$ cat src/rtl/idle_gate_pkg.sv
package idle_gate_pkg;

  typedef enum logic [2:0] {
    ST_RUN         = 3'd0,
    ST_REQ_ACK     = 3'd1,
    ST_CORE_STOP   = 3'd2,
    ST_DOMAIN_STOP = 3'd3,
    ST_IDLE        = 3'd4,
    ST_WAKE        = 3'd5
  } idleStateE;

  // strobes from control to datapath
  typedef struct packed {
    logic applyCfg;    // live register values drive the enables
    logic coreStop;    // core clock held off
    logic domainStop;  // idle-follow peripherals gated
  } gateStrobeS;

endpackage

$ cat src/rtl/idle_gate_ctrl.sv
module idle_gate_ctrl
  import idle_gate_pkg::*;
(
  input  logic       clk,
  input  logic       rstN,
  input  logic       wfiReq,
  input  logic       handlerAck,
  input  logic       irqPending,
  input  logic       coreStandby,
  output gateStrobeS strb,
  output logic       idleReq,
  output logic       idleStatus
);

  idleStateE state, stateNext;

  always_comb begin
    stateNext = state;
    unique case (state)
      ST_RUN:         if (wfiReq) stateNext = ST_REQ_ACK;
      ST_REQ_ACK: begin
        if (irqPending)      stateNext = ST_RUN;
        else if (handlerAck) stateNext = ST_CORE_STOP;
      end
      ST_CORE_STOP:   if (coreStandby) stateNext = ST_DOMAIN_STOP;
      ST_DOMAIN_STOP: stateNext = ST_IDLE;
      ST_IDLE:        if (irqPending) stateNext = ST_WAKE;
      ST_WAKE:        stateNext = ST_RUN;
      default:        stateNext = ST_RUN;
    endcase
  end

  always_ff @(posedge clk or negedge rstN) begin
    if (!rstN) state <= ST_RUN;
    else       state <= stateNext;
  end

  always_comb begin
    strb.applyCfg   = (state == ST_RUN) || (state == ST_REQ_ACK) || (state == ST_CORE_STOP);
    strb.coreStop   = (state == ST_CORE_STOP) || (state == ST_DOMAIN_STOP) ||
                      (state == ST_IDLE) || (state == ST_WAKE);
    strb.domainStop = (state == ST_DOMAIN_STOP) || (state == ST_IDLE);
    idleReq         = (state == ST_REQ_ACK);
    idleStatus      = (state == ST_IDLE);
  end

  assert_wfi_enter_R2: assert property (@(posedge clk) disable iff (!rstN)
    (state == ST_RUN && wfiReq) |=> (state == ST_REQ_ACK));

  assert_ack_stop_R3: assert property (@(posedge clk) disable iff (!rstN)
    (state == ST_REQ_ACK && handlerAck && !irqPending) |=> (state == ST_CORE_STOP));

  assert_pending_abort_R4: assert property (@(posedge clk) disable iff (!rstN)
    (state == ST_REQ_ACK && irqPending) |=> (state == ST_RUN));

  assert_standby_wait_R5: assert property (@(posedge clk) disable iff (!rstN)
    (state == ST_CORE_STOP && !coreStandby) |=> (state == ST_CORE_STOP));

  assert_wake_order_R9: assert property (@(posedge clk) disable iff (!rstN)
    (state == ST_IDLE && irqPending) |=> (state == ST_WAKE));

endmodule

$ cat src/rtl/idle_gate_cell.sv
module idle_gate_cell #(
  parameter bit AUTO_OK  = 1'b1,
  parameter bit FORCE_OK = 1'b0
) (
  input  logic clk,
  input  logic rstN,
  input  logic immBit,
  input  logic autoBit,
  input  logic domainStop,
  input  logic forceOn,
  output logic clkEn
);

  logic idleGate, enNext;

  always_comb begin
    idleGate = AUTO_OK && autoBit && domainStop;
    enNext   = (immBit && !idleGate) || (FORCE_OK && forceOn);
  end

  // enable only moves while the gated clock is low
  always_ff @(negedge clk or negedge rstN) begin
    if (!rstN) clkEn <= 1'b1;
    else       clkEn <= enNext;
  end

endmodule

$ cat src/rtl/idle_gate_datapath.sv
module idle_gate_datapath
  import idle_gate_pkg::*;
#(
  parameter int NUM_PERIPH = 4,
  parameter int LCD_IDX    = 1,
  parameter int WDT_IDX    = 3
) (
  input  logic                  clk,
  input  logic                  rstN,
  input  gateStrobeS            strb,
  input  logic                  wdtMode,
  input  logic                  regWe,
  input  logic                  regSel,
  input  logic [NUM_PERIPH-1:0] regWdata,
  output logic                  coreClkEn,
  output logic [NUM_PERIPH-1:0] periphClkEn
);

  localparam logic [NUM_PERIPH-1:0] IMM_RESET  = {NUM_PERIPH{1'b1}};
  localparam logic [NUM_PERIPH-1:0] AUTO_RESET = {NUM_PERIPH{1'b0}};

  logic [NUM_PERIPH-1:0] immReg, autoReg;
  logic [NUM_PERIPH-1:0] frozenImm, frozenAuto;
  logic [NUM_PERIPH-1:0] effImm, effAuto;

  always_ff @(posedge clk or negedge rstN) begin
    if (!rstN) begin
      immReg  <= IMM_RESET;
      autoReg <= AUTO_RESET;
    end else if (regWe) begin
      if (regSel) autoReg <= regWdata;
      else        immReg  <= regWdata;
    end
  end

  // snapshot held while the domain is stopping, idle or waking
  always_ff @(posedge clk or negedge rstN) begin
    if (!rstN) begin
      frozenImm  <= IMM_RESET;
      frozenAuto <= AUTO_RESET;
    end else if (strb.applyCfg) begin
      frozenImm  <= immReg;
      frozenAuto <= autoReg;
    end
  end

  always_comb begin
    effImm  = strb.applyCfg ? immReg  : frozenImm;
    effAuto = strb.applyCfg ? autoReg : frozenAuto;
  end

  always_ff @(negedge clk or negedge rstN) begin
    if (!rstN) coreClkEn <= 1'b1;
    else       coreClkEn <= !strb.coreStop;
  end

  for (genvar i = 0; i < NUM_PERIPH; i++) begin : gCell
    idle_gate_cell #(
      .AUTO_OK  (i != LCD_IDX),
      .FORCE_OK (i == WDT_IDX)
    ) u_cell (
      .clk        (clk),
      .rstN       (rstN),
      .immBit     (effImm[i]),
      .autoBit    (effAuto[i]),
      .domainStop (strb.domainStop),
      .forceOn    (wdtMode),
      .clkEn      (periphClkEn[i])
    );

    if (i != WDT_IDX) begin : gDirectChk
      assert_direct_off_R7: assert property (@(negedge clk) disable iff (!rstN)
        (strb.applyCfg && !immReg[i]) |=> !periphClkEn[i]);
    end
  end

  assert_lcd_kept_R6: assert property (@(posedge clk) disable iff (!rstN)
    (strb.domainStop && frozenImm[LCD_IDX]) |-> periphClkEn[LCD_IDX]);

  assert_wdt_forced_R8: assert property (@(negedge clk) disable iff (!rstN)
    wdtMode |=> periphClkEn[WDT_IDX]);

  assert_core_first_R5: assert property (@(negedge clk) disable iff (!rstN)
    strb.domainStop |=> !coreClkEn);

endmodule

$ cat src/rtl/idle_clock_gater.sv
module idle_clock_gater
  import idle_gate_pkg::*;
#(
  parameter int NUM_PERIPH = 4,
  parameter int LCD_IDX    = 1,
  parameter int WDT_IDX    = 3
) (
  input  logic                  clk,
  input  logic                  rstN,
  input  logic                  wfiReq,
  input  logic                  handlerAck,
  input  logic                  irqPending,
  input  logic                  coreStandby,
  input  logic                  wdtMode,
  input  logic                  regWe,
  input  logic                  regSel,
  input  logic [NUM_PERIPH-1:0] regWdata,
  output logic                  idleReq,
  output logic                  idleStatus,
  output logic                  coreClkEn,
  output logic [NUM_PERIPH-1:0] periphClkEn
);

  gateStrobeS strb;

  idle_gate_ctrl u_ctrl (
    .clk         (clk),
    .rstN        (rstN),
    .wfiReq      (wfiReq),
    .handlerAck  (handlerAck),
    .irqPending  (irqPending),
    .coreStandby (coreStandby),
    .strb        (strb),
    .idleReq     (idleReq),
    .idleStatus  (idleStatus)
  );

  idle_gate_datapath #(
    .NUM_PERIPH (NUM_PERIPH),
    .LCD_IDX    (LCD_IDX),
    .WDT_IDX    (WDT_IDX)
  ) u_dp (
    .clk         (clk),
    .rstN        (rstN),
    .strb        (strb),
    .wdtMode     (wdtMode),
    .regWe       (regWe),
    .regSel      (regSel),
    .regWdata    (regWdata),
    .coreClkEn   (coreClkEn),
    .periphClkEn (periphClkEn)
  );

endmodule

$ cat config.mk
export PLATFORM = sky130hd
export DESIGN_NAME = idle_clock_gater
export DESIGN_NICKNAME = d
export VERILOG_FILES = /design/src/rtl/idle_gate_pkg.sv /design/src/rtl/idle_gate_ctrl.sv /design/src/rtl/idle_gate_cell.sv /design/src/rtl/idle_gate_datapath.sv /design/src/rtl/idle_clock_gater.sv
export SDC_FILE = /design/constraint.sdc
export NUM_CORES = 1
export LEC_CHECK = 0
export ABC_AREA = 1
export ABC_CLOCK_PERIOD_IN_PS = 2350
export BUFFER_PORTS_ARGS = -buffer_cell sky130_fd_sc_hd__buf_2
export CAP_MARGIN = 20
export CORE_UTILIZATION = 56
export DETAILED_ROUTE_END_ITERATION = 8
export PLACE_DENSITY = 0.81
export SLEW_MARGIN = 0
export SYNTH_ARGS = -nofsm -noshare
export SYNTH_HDL_FRONTEND = slang
export SYNTH_SLANG_ARGS = --single-unit
export TNS_END_PERCENT = 5
$ cat constraint.sdc
create_clock -name clk -period 2.35 [get_ports clk]
set_input_delay 0.1175 -clock clk [delete_from_list [all_inputs] [get_ports clk]]
set_output_delay 0.1175 -clock clk [all_outputs]
set_load 0.005 [all_outputs]
==> Yosys cells after proc, flatten, opt, wreduce, memory -nomap -nowiden <==
Cells that the tools add are included.
{ "word_totals": {"register_bits": 24, "inputBits": 13, "out_inout_bits": 7, "elab_cells": 50} }
{ "classes": {"n_eq_ne": 9, "muxes": 8, "bitwise_logic": 1, "n_reduce_logical": 21} }
{ "op_table": {"columns": ["op", "n"], "rows": [
  ["$mux 3", 5],
  ["$pmux 3 s5", 1],
  ["$mux 4", 2],
  ["$logic_or 1x1->1", 7],
  ["$eq 3x2->1 const B", 2],
  ["$eq 3x3->1 const B", 2],
  ["$logic_and 1x1->1", 6],
  ["$ne 2x2->1 const B", 3],
  ["$logic_not 1->1", 4],
  ["$reduce_and 2->1", 2],
  ["$reduce_and 4->1", 1],
  ["$eq 3x1->1 const B", 1],
  ["$logic_not 3->1", 1],
  ["$ne 3x3->1 const B", 1],
  ["$not 1->1", 1]
]} }

==> Depth between registers and ports, before layout <==
{ "depth": {"word_depth": 8, "depth_mapped": 8, "depth_no_buf": 8} }

==> By module <==
A second synthesis with hierarchy kept.
{ "hier_totals": {"hier_cells": 125, "area_unflattened_um2": 1102.3} }
{ "modules_own_cells": {"columns": ["module", "n_inst", "cells_each", "area_per_inst_um2", "seq_area_each_um2"], "rows": [
  ["idle_gate_datapath", 1, 72, 688.2, 436.7],
  ["idle_gate_ctrl", 1, 37, 254.0, 75.1],
  ["idle_gate_cell at u_dp.gCell[0].u_cell ...", 2, 4, 42.5, 26.3],
  ["idle_gate_cell at u_dp.gCell[3].u_cell", 1, 6, 45.0, 26.3],
  ["idle_gate_cell at u_dp.gCell[1].u_cell", 1, 2, 30.0, 26.3]
]} }

==> impl_metrics.tcl <==
set metrics [dict create \
    num_vias 786 \
    numCtsBuffers 3 \
    hold_violations 0 \
    synthTopCellsByArea "dfstp_2 (35%), dfrtp_1 (23%), nand2_1 (13%)" \
    synth_top_area_share_pct 34.6 \
    nets 152 \
    syn_area_um2 986 \
    h-tree-depth 1 \
    crit_family "flip-flops" \
    start_util_pct 62.5 \
    overflow 0 \
    grt_pass1_vias 773 \
    timing.rr.start "u_ctrl.state[1]$_DFFE_PN0P_" \
    post_drt_wl_per_cell_um 11.5 \
    drive_gt1_share_pct 35.5 \
    cap_viol_max_count 0 \
    cts_num_sinks 22 \
    vias_per_cell 5.10 \
    cp.required_ns 2.23 \
    cp-start-kind "flip-flop" \
    hold_path.class "input pin to flip-flop" \
    ys_ff_latch 22 \
    grt_max_degree 18 \
    crit_fanout 1 \
    yosysTopAreaCell "dfstp_2" \
    cts_tree "done" \
    path_cells "buf_2" \
    grt_pass1_wl_um 2990 \
    dieArea_um2 1930 \
    cp_num_buf_inv 1 \
    ant_nets 0 \
    syn-num-nets 125 \
    chipWidth_um 44.0 \
    fin_tns_setup_ns 0 \
    gp_congestion 0.853 \
    finalMaxSlewViolations 0 \
    clk_pin_slew_ns 0.12 \
    violations "DRC" \
    clk_path_buf_depth 2 \
    drt-initial-drc-count 9 \
    leakage_nw 0.630 \
    status "finished, violations left" \
    synth.cells.most_frequent "nand2_1 (34), inv_1 (17), dfstp_2 (13)" \
    port-buffer-count 19 \
    grt_usage_pct 21.7 \
    crit_start "u_dp.gCell[1].u_cell.clkEn$_DFF_NN1_" \
    core_um2 1580 \
    critPathMaxStageDelay_ns 0.52 \
    synth_enable_flop_cells 0 \
    cp_slowest_cell "dfstp_2" \
    ys_seq_area_share_pct 57.5 \
    setup_violations 0 \
    worst_pin_slew_ns 0.285 \
    synthArstFlopShare_pct 100 \
    syn_inst 112 \
    drt-pass1-iter-count 6 \
    holdCritStartpoint "regWdata[3]" \
    area_delta_synth_final_pct 16.0 \
    dp_hpwl_um 1350 \
    drc 3 \
    worstSetupPathType "flip-flop to output port" \
    die_y_um 44.0 \
    fin_skew_ns 0.0611 \
    wl_um 1780 \
    post_cts_buffers 0 \
    clk-insertion-delay-late_ns 0.36 \
    pin_count 20 \
    power_w 0.00134 \
    worstSetupEndpointType "output port" \
    antenna_found_initial 0 \
    slew-limit-headroom_pct 80.8 \
    fin_util_pct 72.5 \
    powerDensity_nw_per_um2 1170 \
    ys.flop_type "dfstp_2" \
    ir_drop_uv 646 \
    cp.arrival_ns 2.16 \
    yosys_warnings 0 \
    num_antenna_cells 0 \
    cts_root_buf "clkbuf_4" \
    rsz0062_at_grt "false" \
    synth_cell_type_count 20 \
    fp-row-count 14 \
    yosysMostFrequentCell "nand2_1" \
    syn_avg_cell_area_um2 8.80 \
]
-- state kept, by name (all words and copies together) (netlist names) --
name / flops
u_ctrl.state: 3
u_dp.frozenAuto: 3
u_dp.autoReg: 3
u_dp.gCell.u_cell.clkEn: 4
u_dp.immReg: 4
u_dp.coreClkEn: 1
u_dp.frozenImm: 4
-- metal layers --
| layer | global-route usage [%] | share of wire, % |
|---|---|---|
| met4 | 14.5 | 2.0 |
| met5 | 0 | 0 |
| met3 | 2.50 | 4.6 |
| met2 | 39.1 | 51 |
| met1 | 23.5 | 43 |
-- cells by family after synthesis --
| family | share of synthesized area, % |
|---|---|
| buf+inv | 10.5 |
| compound gates | 5.84 |
| mux | 1.14 |
| simple gates | 25.0 |
| flops | 57.5 |
-- layout make-up --
| cell class | count | area, µm² |
|---|---|---|
| inverter | 18 | 70.1 |
| timing repair buffer | 22 | 120 |
| fill | 128 | 433 |
| sequential | 22 | 569 |
| clock buffer | 3 | 22.5 |
| clock inverter | 6 | 23.8 |
| multi-input combinational | 67 | 318 |
| tap | 16 | 20.0 |
-- power breakdown --
group / total, W / internal (W) / leakage, nW / switching [W]
clock network: 0.000203 / 0.0000744 / 0.0443 / 0.000128
registers: 0.000645 / 0.000575 / 0.246 / 0.0000701
logic: 0.000491 / 0.000192 / 0.339 / 0.000299
-- path summary, 6_finish.rpt --
check	depth (start not counted)	slack (ns)	end
max in group asynchronous	2	0.84	u_dp.gCell[0].u_cell.clkEn$_DFF_NN1_
min	3	0.03	u_dp.immReg[3]$_DFFE_PN1P_
max	1	0.07	periphClkEn[1]
min reg2reg	2	0.50	u_dp.frozenAuto[0]$_DFF_PN0_
min in group asynchronous	3	0.39	u_ctrl.state[0]$_DFFE_PN0P_
max reg2reg	8	0.11	u_dp.gCell[3].u_cell.clkEn$_DFF_NN1_
-- metrics by stage --
stage	cells	hold slack (ns)	instance area (µm²)	setup WS [ns]
floorplan	112	-0.178	986	0.164
global placement	145	0.188	1090	0.113
detailed placement	145	0.186	1090	0.0556
CTS	154	0.0246	1140	0.0630
global route	154	0.0382	1140	0.00447
finish	154	0.0319	1140	0.0742
-- layout by cell type, fill, tap and decap left out, types with 2 or more instances in the layout --
cell type,n
dfrtp_2,2
dfstp_2,13
a21oi_1,2
o21ai_0,8
buf_2,19
nand2_1,34
dfrtp_1,7
buf_4,2
inv_1,21
nand3_1,6
nor2_1,7
clkbuf_4,3
-- timing repair --
item | 4_1_cts | 5_1_grt
endpoints found under the setup margin | 0 | 3
gates resized for setup | 0 | 3
hold buffers | 1 | 0
hold endpoints to repair | 9 | 0
-- worst register-to-register path, cell delays in order (launching register included) --
cell	delay (ns)
dfrtp_2	0.47
nand2_2	0.10
nand2_4	0.09
inv_4	0.10
nand2_1	0.06
nand2_1	0.08
nand2_1	0.05
nand2_1	0.05
nand2_1	0.05
Power figures use the tool's default switching activity.
